### src/rtl/lane_serializer.sv
module lane_serializer (
  input  logic       clk_i,
  input  logic       rst_ni,
  input  logic       cs_n_i,
  input  logic [1:0] mode_i,
  input  logic       lsb_first_i,
  input  logic [7:0] byte_i,
  input  logic       byte_vld_i,
  output logic [3:0] lane_o,
  output logic [3:0] lane_oe_o,
  output logic       byte_done_o,
  output logic       near_end_o
);

  logic [2:0] cnt;
  logic [7:0] shreg;
  logic [7:0] src;
  logic [7:0] nxt;
  logic [2:0] step;
  logic [2:0] last_cnt;
  logic [2:0] pre_cnt;
  logic [3:0] oe_pat;
  logic       first_beat;

  always_comb begin
    case (mode_i)
      2'd1: begin
        step     = 3'd2;
        last_cnt = 3'd3;
        pre_cnt  = 3'd2;
        oe_pat   = 4'b0011;
      end
      2'd2: begin
        step     = 3'd4;
        last_cnt = 3'd1;
        pre_cnt  = 3'd0;
        oe_pat   = 4'b1111;
      end
      default: begin
        step     = 3'd1;
        last_cnt = 3'd7;
        pre_cnt  = 3'd6;
        oe_pat   = 4'b0010;
      end
    endcase
  end

  assign first_beat  = (cnt == 3'd0);
  assign byte_done_o = (cnt == last_cnt);
  assign near_end_o  = (cnt == pre_cnt);
  assign src         = first_beat ? byte_i : shreg;
  assign nxt         = lsb_first_i ? (src >> step) : (src << step);
  assign lane_oe_o   = cs_n_i ? 4'b0000 : oe_pat;

  always_comb begin
    case (mode_i)
      2'd1:    lane_o = lsb_first_i ? {2'b00, src[1:0]} : {2'b00, src[7:6]};
      2'd2:    lane_o = lsb_first_i ? src[3:0] : src[7:4];
      default: lane_o = {2'b00, (lsb_first_i ? src[0] : src[7]), 1'b0};
    endcase
  end

  always_ff @(posedge clk_i or negedge rst_ni) begin
    if (!rst_ni) begin
      cnt   <= '0;
      shreg <= '0;
    end else begin
      if (byte_done_o)     cnt <= '0;
      else if (byte_vld_i) cnt <= cnt + 3'd1;
      if (byte_vld_i)      shreg <= nxt;
    end
  end

endmodule


### config.mk
export PLATFORM = sky130hd
export DESIGN_NAME = lane_serializer
export DESIGN_NICKNAME = d
export VERILOG_FILES = /design/src/rtl/lane_serializer.sv
export SDC_FILE = /design/constraint.sdc
export NUM_CORES = 1
export LEC_CHECK = 0
export CORE_MARGIN = 3
export CORE_UTILIZATION = 57
export CTS_CLUSTER_DIAMETER = 30
export DETAILED_ROUTE_END_ITERATION = 10
export PLACE_DENSITY = 0.95
export REMOVE_ABC_BUFFERS = 1
export SETUP_SLACK_MARGIN = 0.3
export SLEW_MARGIN = 25
export SYNTH_ARGS = -nofsm -noshare
export SYNTH_HDL_FRONTEND = slang
export SYNTH_SLANG_ARGS = --single-unit
### constraint.sdc
create_clock -name clk_i -period 3.93 [get_ports clk_i]
set_clock_uncertainty 0.15 [all_clocks]
set_input_delay 0.786 -clock clk_i [delete_from_list [all_inputs] [get_ports clk_i]]
set_output_delay 0.786 -clock clk_i [all_outputs]
set_load 0.1 [all_outputs]
# Yosys cells after proc, flatten, opt, wreduce, memory -nomap -nowiden
# Index checks and enable logic that the tools add are counted.
# word_totals
regBits	11
in_bits	15
# classes
n_addsub	1
eq_ne	4
shifts	2
mux	13
n_reduce_logical	2
# op_table
operator	count
one-hot mux 3 bit (2 select lines)	3
two-way mux 8 bit	2
one-hot mux 4 bit (2 select lines)	2
two-way mux 4 bit	2
<< shifter 8 x 3 -> 8 bit	1
right shift 8 x 3 -> 8 bit	1
equality test 3 bit	2
two-way mux 3 bit	2
adder 3 x 1 -> 3 bit, second input constant	1
zero test 3 bit	1
equality test 2 x 1 -> 1 bit, second input constant	1
equality test 2 bit, second input constant	1
two-way mux 2 bit	1
nonzero test 2 bit	1
two-way mux 1 bit	1

# Depth between registers and ports, before layout
# Gate-level depths: netlist (run 1).
# logic_depth
ltp_word	4
mapped_depth	9

# Least setup slack after synthesis (run 1)
# Ideal clock, no wire load.
# synth_path
path_type	input to output
startpoint	input port mode_i[0]
endpoint	output port byte_done_o
t_arrival_ns	3.861
required_ns	2.994
slack_ns	-0.867
path_stages	6
path_cell_list	inv_1 -> ha_1 -> buf_2 -> buf_2 -> xor2_1 -> nor3_1
# synth_via
elab_chain_cells	3
word_cells_on_any_way	4
classes_between	eq/ne: 3; mux: 1
# synth_rtl
item	line	source
from (decl)	5	input logic [1:0] mode_i,
equality test 2 bit or equality test 2 x 1 -> 1 bit (tied branches)	26	case (mode_i)
one-hot mux 3 bit (2 select lines) *	26	
equality test 3 bit *	49	assign byte_done_o = (cnt == last_cnt);
to (decl)	11	output logic byte_done_o,
# Every way passes the cells marked *; elsewhere a longest branch is shown, timed or not.

# Final worst setup path (run 1)
# layout_path
startpoint	input port mode_i[1]
endpoint	output port lane_o[1]
# layout_via
elab_chain_cells	2
word_cells_on_any_way	3
classes_between	eq/ne: 2; mux: 1
# layout_rtl
item	line	source
equality test 2 bit or equality test 2 x 1 -> 1 bit (tied branches)	56	case (mode_i)
one-hot mux 4 bit (2 select lines) *	56	
to (decl)	9	output logic [3:0] lane_o,
# Marks and branches as above.

==> results.cfg, run 1 <==
[clock_tree]
cts_setup_buffers = 0
clk_pin_slew_ns = 0.10
holdBufCountCts = 0
cts-resized-gates = 3
cts_tree = yes
cts_num_sinks = 11
cts-root-buf = clkbuf_4
clk_path_buf_depth = 2
h-tree-depth = 1
clk_latency_ns = 0.29
numCtsBuffers = 3

[drt]
firstDrtPassIters = 6
routed_wirelength_mm = 4.29
drc = 0
drtAntennaViolNets = 0
num_vias = 1544
avgRoutedWirePerCell_microns = 19.4
first_iter_violations = 124
via_per_inst = 6.99

[critical_path]
cpMostUsedCell = inv_1
cp_data_arrival_time_ns = 2.58
crit_slowest_cell = clkdlybuf4s50_1
worstPathRequired_ns = 2.99
startpoint_type = primary input
crit_fanout = 3
cp-end-kind = primary output
worst-setup-path-type = primary input to primary output
cp_cell_sequence = clkdlybuf4s50_1 -> inv_1 -> ha_1 -> inv_1 -> o32ai_1 -> a311o_1 -> a32o_1 -> buf_12
max_stage_delay_ns = 0.56

[logic_synthesis]
synth_edf_count = 0
ys_top_cells_by_area = dfrtp_1, mux2i_1, mux4_2
synth_commonest_cells = nor2_1, nand2_1, mux2i_1
synth_cell_type_count = 45
syn_avg_cell_area_sq_um = 8.15
synth_top_area_cell = dfrtp_1
synth_top_cell_area_share_pct = 19.7
ys_seq_area_share_pct = 19.7
yosys_warnings = 0
ys.flop_type = dfrtp_1
ys_async_sr_fraction_pct = 100
synth_most_common_cell = nor2_1
synthCells = 171
ys_ff_latch = 11
syn_area_sq_um = 1390

[timing]
layout_min_cycle_time_ns = 3.52
hold_viol = 0
tightestPinTransition_ns = 0.659
rsz0062_at_grt = false
layout_setup_ws_ns = 0.409
fmax_mhz = 284
relSlewSlack_pct = 55.9
drv_slew = 0
setup_violations = 0
fin_crit_sh_pct = 89.6

[placed_design]
post-place-ws_ns = 0.224
io_buffers = 24
place_area_sq_um = 1740
post-dp-hpwl_mm = 3.23
place_congestion = 1.13

[floorplanning]
initial_core_util_pct = 61.2
core_sq_um = 2280
die_w_microns = 55.5
die_y_microns = 55.5
io_pins = 25
die-area_sq_um = 3070
row_count = 17

[cells_and_area]
n_antenna_cell = 0
final_nets = 215
drive_gt1_share_pct = 18.7
area_delta_synth_final_pct = 29.1
fin_area_sq_um = 1800

[flow_run]
drv_cap = 0

[global_routing]
grt_pass1_vias = 1526
grt_first_pass_wirelength_mm = 7.12
antenna_found_initial = 0
grt-ovfl-total = 0
grt_start_max_net_pins = 24
grtUsageTotal_pct = 28.3

[power_and_ir_drop]
powerDensity_nw_per_um2 = 559
leakagePower_nw = 0.747
worst_ir_drop_vdd_v = 0.000528

[run_status]
status = finished clean

[hold_path]
hold_path.class = flip-flop to flip-flop
-- cell type report --
class / count / area [sq um]
repair buffers: 31 / 383
fillers: 148 / 477
inverters: 10 / 37.5
multi-input cells: 137 / 1040
clock buffers: 4 / 26.3
flip-flops and latches: 11 / 275
well taps: 28 / 35.0
-- worst paths after layout --
path                             end  slack (ns)  cells past startpoint  startpoint
min                           cnt[0]        0.42                      1      cnt[0]
max                        lane_o[1]        0.41                      8   mode_i[1]
min reg2reg                   cnt[0]        0.42                      1      cnt[0]
max in group asynchronous     cnt[1]        2.56                      1      rst_ni
max reg2reg                 shreg[5]        1.14                      8      cnt[0]
min in group asynchronous   shreg[6]        0.69                      1      rst_ni
-- metrics by stage --
| step | hold slack (ns) | utilization (%) | std cells | power (mW) | setup TNS [ns] |
|---|---|---|---|---|---|
| after floorplan | 0.340 | - | 158 | 0.667 | -6.60 |
| after global placement | 0.389 | 76.4 | 217 | 0.854 | 0 |
| after detailed placement | 0.403 | 76.4 | 217 | 0.882 | 0 |
| after CTS | 0.417 | 77.8 | 221 | 0.978 | 0 |
| after global routing | 0.470 | 79.1 | 221 | 1.06 | 0 |
| final | 0.417 | 79.1 | 221 | 1.01 | 0 |
-- worst max-delay path, delay by kind of cell --
family / cells / cell delay (ns)
AO/OA/AOI/OAI: 3 / 0.65
buffers and inverters: 4 / 0.92
adder cells (fa/ha/maj): 1 / 0.22
-- state kept, by name, summed over array words and instances, names as in the netlist --
signal,count
cnt,3
shreg,8
-- cells by family after synthesis --
| family | synth area share (%) |
|---|---|
| xor+xnor | 1.89 |
| compound gates | 21.7 |
| simple gates | 18.9 |
| buf+inv | 7.72 |
| fa+ha+maj | 5.39 |
| flops | 19.7 |
| mux | 24.6 |
-- report_power, final --
part           internal [mW]  leakage [nW]  switching, mW
Sequential             0.149         0.130         0.0483
Combinational          0.305         0.601          0.416
Clock                 0.0395        0.0150         0.0492
-- routing by layer --
layer / vias to the layer above / track usage, % / routed length, microns
met5: - / 0 / 0
met4: 0 / 11.1 / 72
met3: 16 / 3.97 / 476
met2: 135 / 48.1 / 2150
met1: 717 / 35.9 / 1590
li1: 676 / - / -
-- cell usage in the layout, fill, tap and decap left out, types with 2 or more instances in the layout --
master / n
inv_1: 8
a32o_1: 2
nor3_1: 5
mux4_2: 5
clkdlybuf4s50_1: 13
nand2_1: 18
dfrtp_1: 11
mux2i_1: 16
buf_4: 8
and2_1: 2
nand3b_1: 2
a21oi_1: 6
nor2_1: 21
nand2b_1: 4
buf_12: 9
o22ai_1: 5
o41ai_1: 3
o21ai_0: 4
o211ai_1: 3
clkbuf_4: 3
nor2b_1: 2
mux2_2: 4
a31oi_1: 7
xor2_1: 2
ha_1: 5
No activity file was read; power rests on OpenSTA's default activity.
==> run 2: changes to the inputs <==
- GPL_TIMING_DRIVEN: not set -> 0
==> results.cfg, run 2 (synthesis gave the netlist of run 1 again) <==
[run_status]
status = finished clean

[flow_run]
drv_cap = 0

[floorplanning]
io_pins = 25
die_w_microns = 55.5
die_y_microns = 55.5
core_sq_um = 2280
die-area_sq_um = 3070
row_count = 17
initial_core_util_pct = 61.2

[clock_tree]
cts_num_sinks = 11
clk_latency_ns = 0.27
holdBufCountCts = 0
h-tree-depth = 1
clk_pin_slew_ns = 0.07
clk_path_buf_depth = 2
cts-root-buf = clkbuf_4
numCtsBuffers = 3
cts_tree = yes

[critical_path]
crit_fanout = 6
crit_slowest_cell = clkdlybuf4s50_1
cp_data_arrival_time_ns = 2.74
cp-end-kind = primary output
cp_cell_sequence = clkdlybuf4s50_1 -> ha_4 -> clkinvlp_4 -> nand2_2 -> o32ai_1 -> a311o_1 -> a32o_1 -> buf_8
max_stage_delay_ns = 0.50
worstPathRequired_ns = 2.99
cp_top_family = buffers and inverters
startpoint_type = primary input
critPathBufInv = 3
worst-setup-path-type = primary input to primary output

[cells_and_area]
top_register = shreg
reg_top3 = shreg: 8 flops, cnt: 3 flops
area_delta_synth_final_pct = 24.0
drive_gt1_share_pct = 20.4
final_common_cell = nor2_1
final_nets = 218
largest_reg_flops = 8
layout_common_cells = nor2_1, nand2_1, mux2i_1, clkdlybuf4s50_1, dfrtp_1
n_antenna_cell = 0
fill_cells = 155

[power_and_ir_drop]
clkPwrFrac_pct = 7.7
powerDensity_nw_per_um2 = 576
p_sw_share_pct = 52.8
intPower_mw = 0.470
finalPower_mw = 0.996
leakagePower_nw = 0.722
pwr-share-seq_pct = 20.1
p_switching_mw = 0.526
worst_ir_drop_vdd_v = 0.000584
power_frac_comb_pct = 72.2

[global_routing]
grt_start_max_net_pins = 21
grtUsageTotal_pct = 30.6
grt_pass1_vias = 1498
grt-ovfl-total = 0
grt_first_pass_wirelength_mm = 7.56
antenna_found_initial = 0

[placed_design]
io_buffers = 24
post-dp-hpwl_mm = 3.11
place_congestion = 0.940

[drt]
drc = 0
avgRoutedWirePerCell_microns = 21.3
via_per_inst = 7.10
routed_wirelength_mm = 4.78
num_vias = 1590
first_iter_violations = 155
drtAntennaViolNets = 0
firstDrtPassIters = 4

[timing]
tightestPinTransition_ns = 0.980
timing.hold.ws_ns = 0.433
relSlewSlack_pct = 34.5
setup_violations = 0
drv_slew = 0
hold_viol = 0
fmax_mhz = 272
layout_min_cycle_time_ns = 3.68
rsz0062_at_grt = true
fin_crit_sh_pct = 93.6

[hold_path]
hold_path.class = flip-flop to flip-flop
==> run 2: worst paths after layout <==
kind	endpoint	from	cells past startpoint	slack, ns
max in group asynchronous	shreg[0]	rst_ni	1	2.57
worst max-delay path	lane_o[1]	mode_i[1]	8	0.25
worst max register to register	shreg[3]	cnt[0]	8	1.35
worst min-delay path	cnt[0]	cnt[0]	1	0.43
min in group asynchronous	shreg[4]	rst_ni	1	0.70
worst min register to register	cnt[0]	cnt[0]	1	0.43
==> run 2: through the flow <==
| stage | setup TNS, ns | instance area [sq um] | utilization, % | setup slack [ns] | cells |
|---|---|---|---|---|---|
| 4_1_cts | 0 | 1680 | 73.6 | 0.182 | 218 |
| 2_1_floorplan | -6.60 | 1320 | - | -1.05 | 158 |
| 6_report | 0 | 1730 | 75.9 | 0.251 | 224 |
| 5_1_grt | 0 | 1730 | 75.9 | 0.219 | 224 |
| 3_3_place_gp | -7.08 | 1600 | 70.3 | -1.46 | 210 |
| 3_5_place_dp | -7.02 | 1610 | 70.9 | -1.50 | 211 |
==> run 2: power by group through the flow <==
stage	sequential, mW	combinational, mW	clock, mW
floorplan	0.180	0.486	0
global placement	0.187	0.614	0
detailed placement	0.194	0.645	0
CTS	0.194	0.657	0.0770
global route	0.207	0.755	0.0820
finish	0.200	0.719	0.0765
==> run 2: layout make-up <==
class,count,area [sq um],area share [%]
inverter,10,41.3,2.39
multi-input combinational,137,1040,60.2
sequential,11,275,15.9
tap,28,35.0,2.03
clock buffer,4,26.3,1.52
timing repair buffer,34,309,17.9
==> run 2: what timing repair did <==
action	CTS	global route
cloned	0	0
setup buffers	3	6
gates resized for setup	38	14
endpoints found under the setup margin	9	8
pin swaps	1	1
==> run 2: per-layer routing <==
layer  share of wire [%]  routed length, microns  up-vias  global-route usage (%)
li1                    -                       -      684                       -
met1                  35                    1670      724                    39.3
met2                  48                    2290      153                    51.0
met3                  13                     617       29                    6.78
met4                 4.3                     207        0                    9.38
met5                   0                       0        -                       0
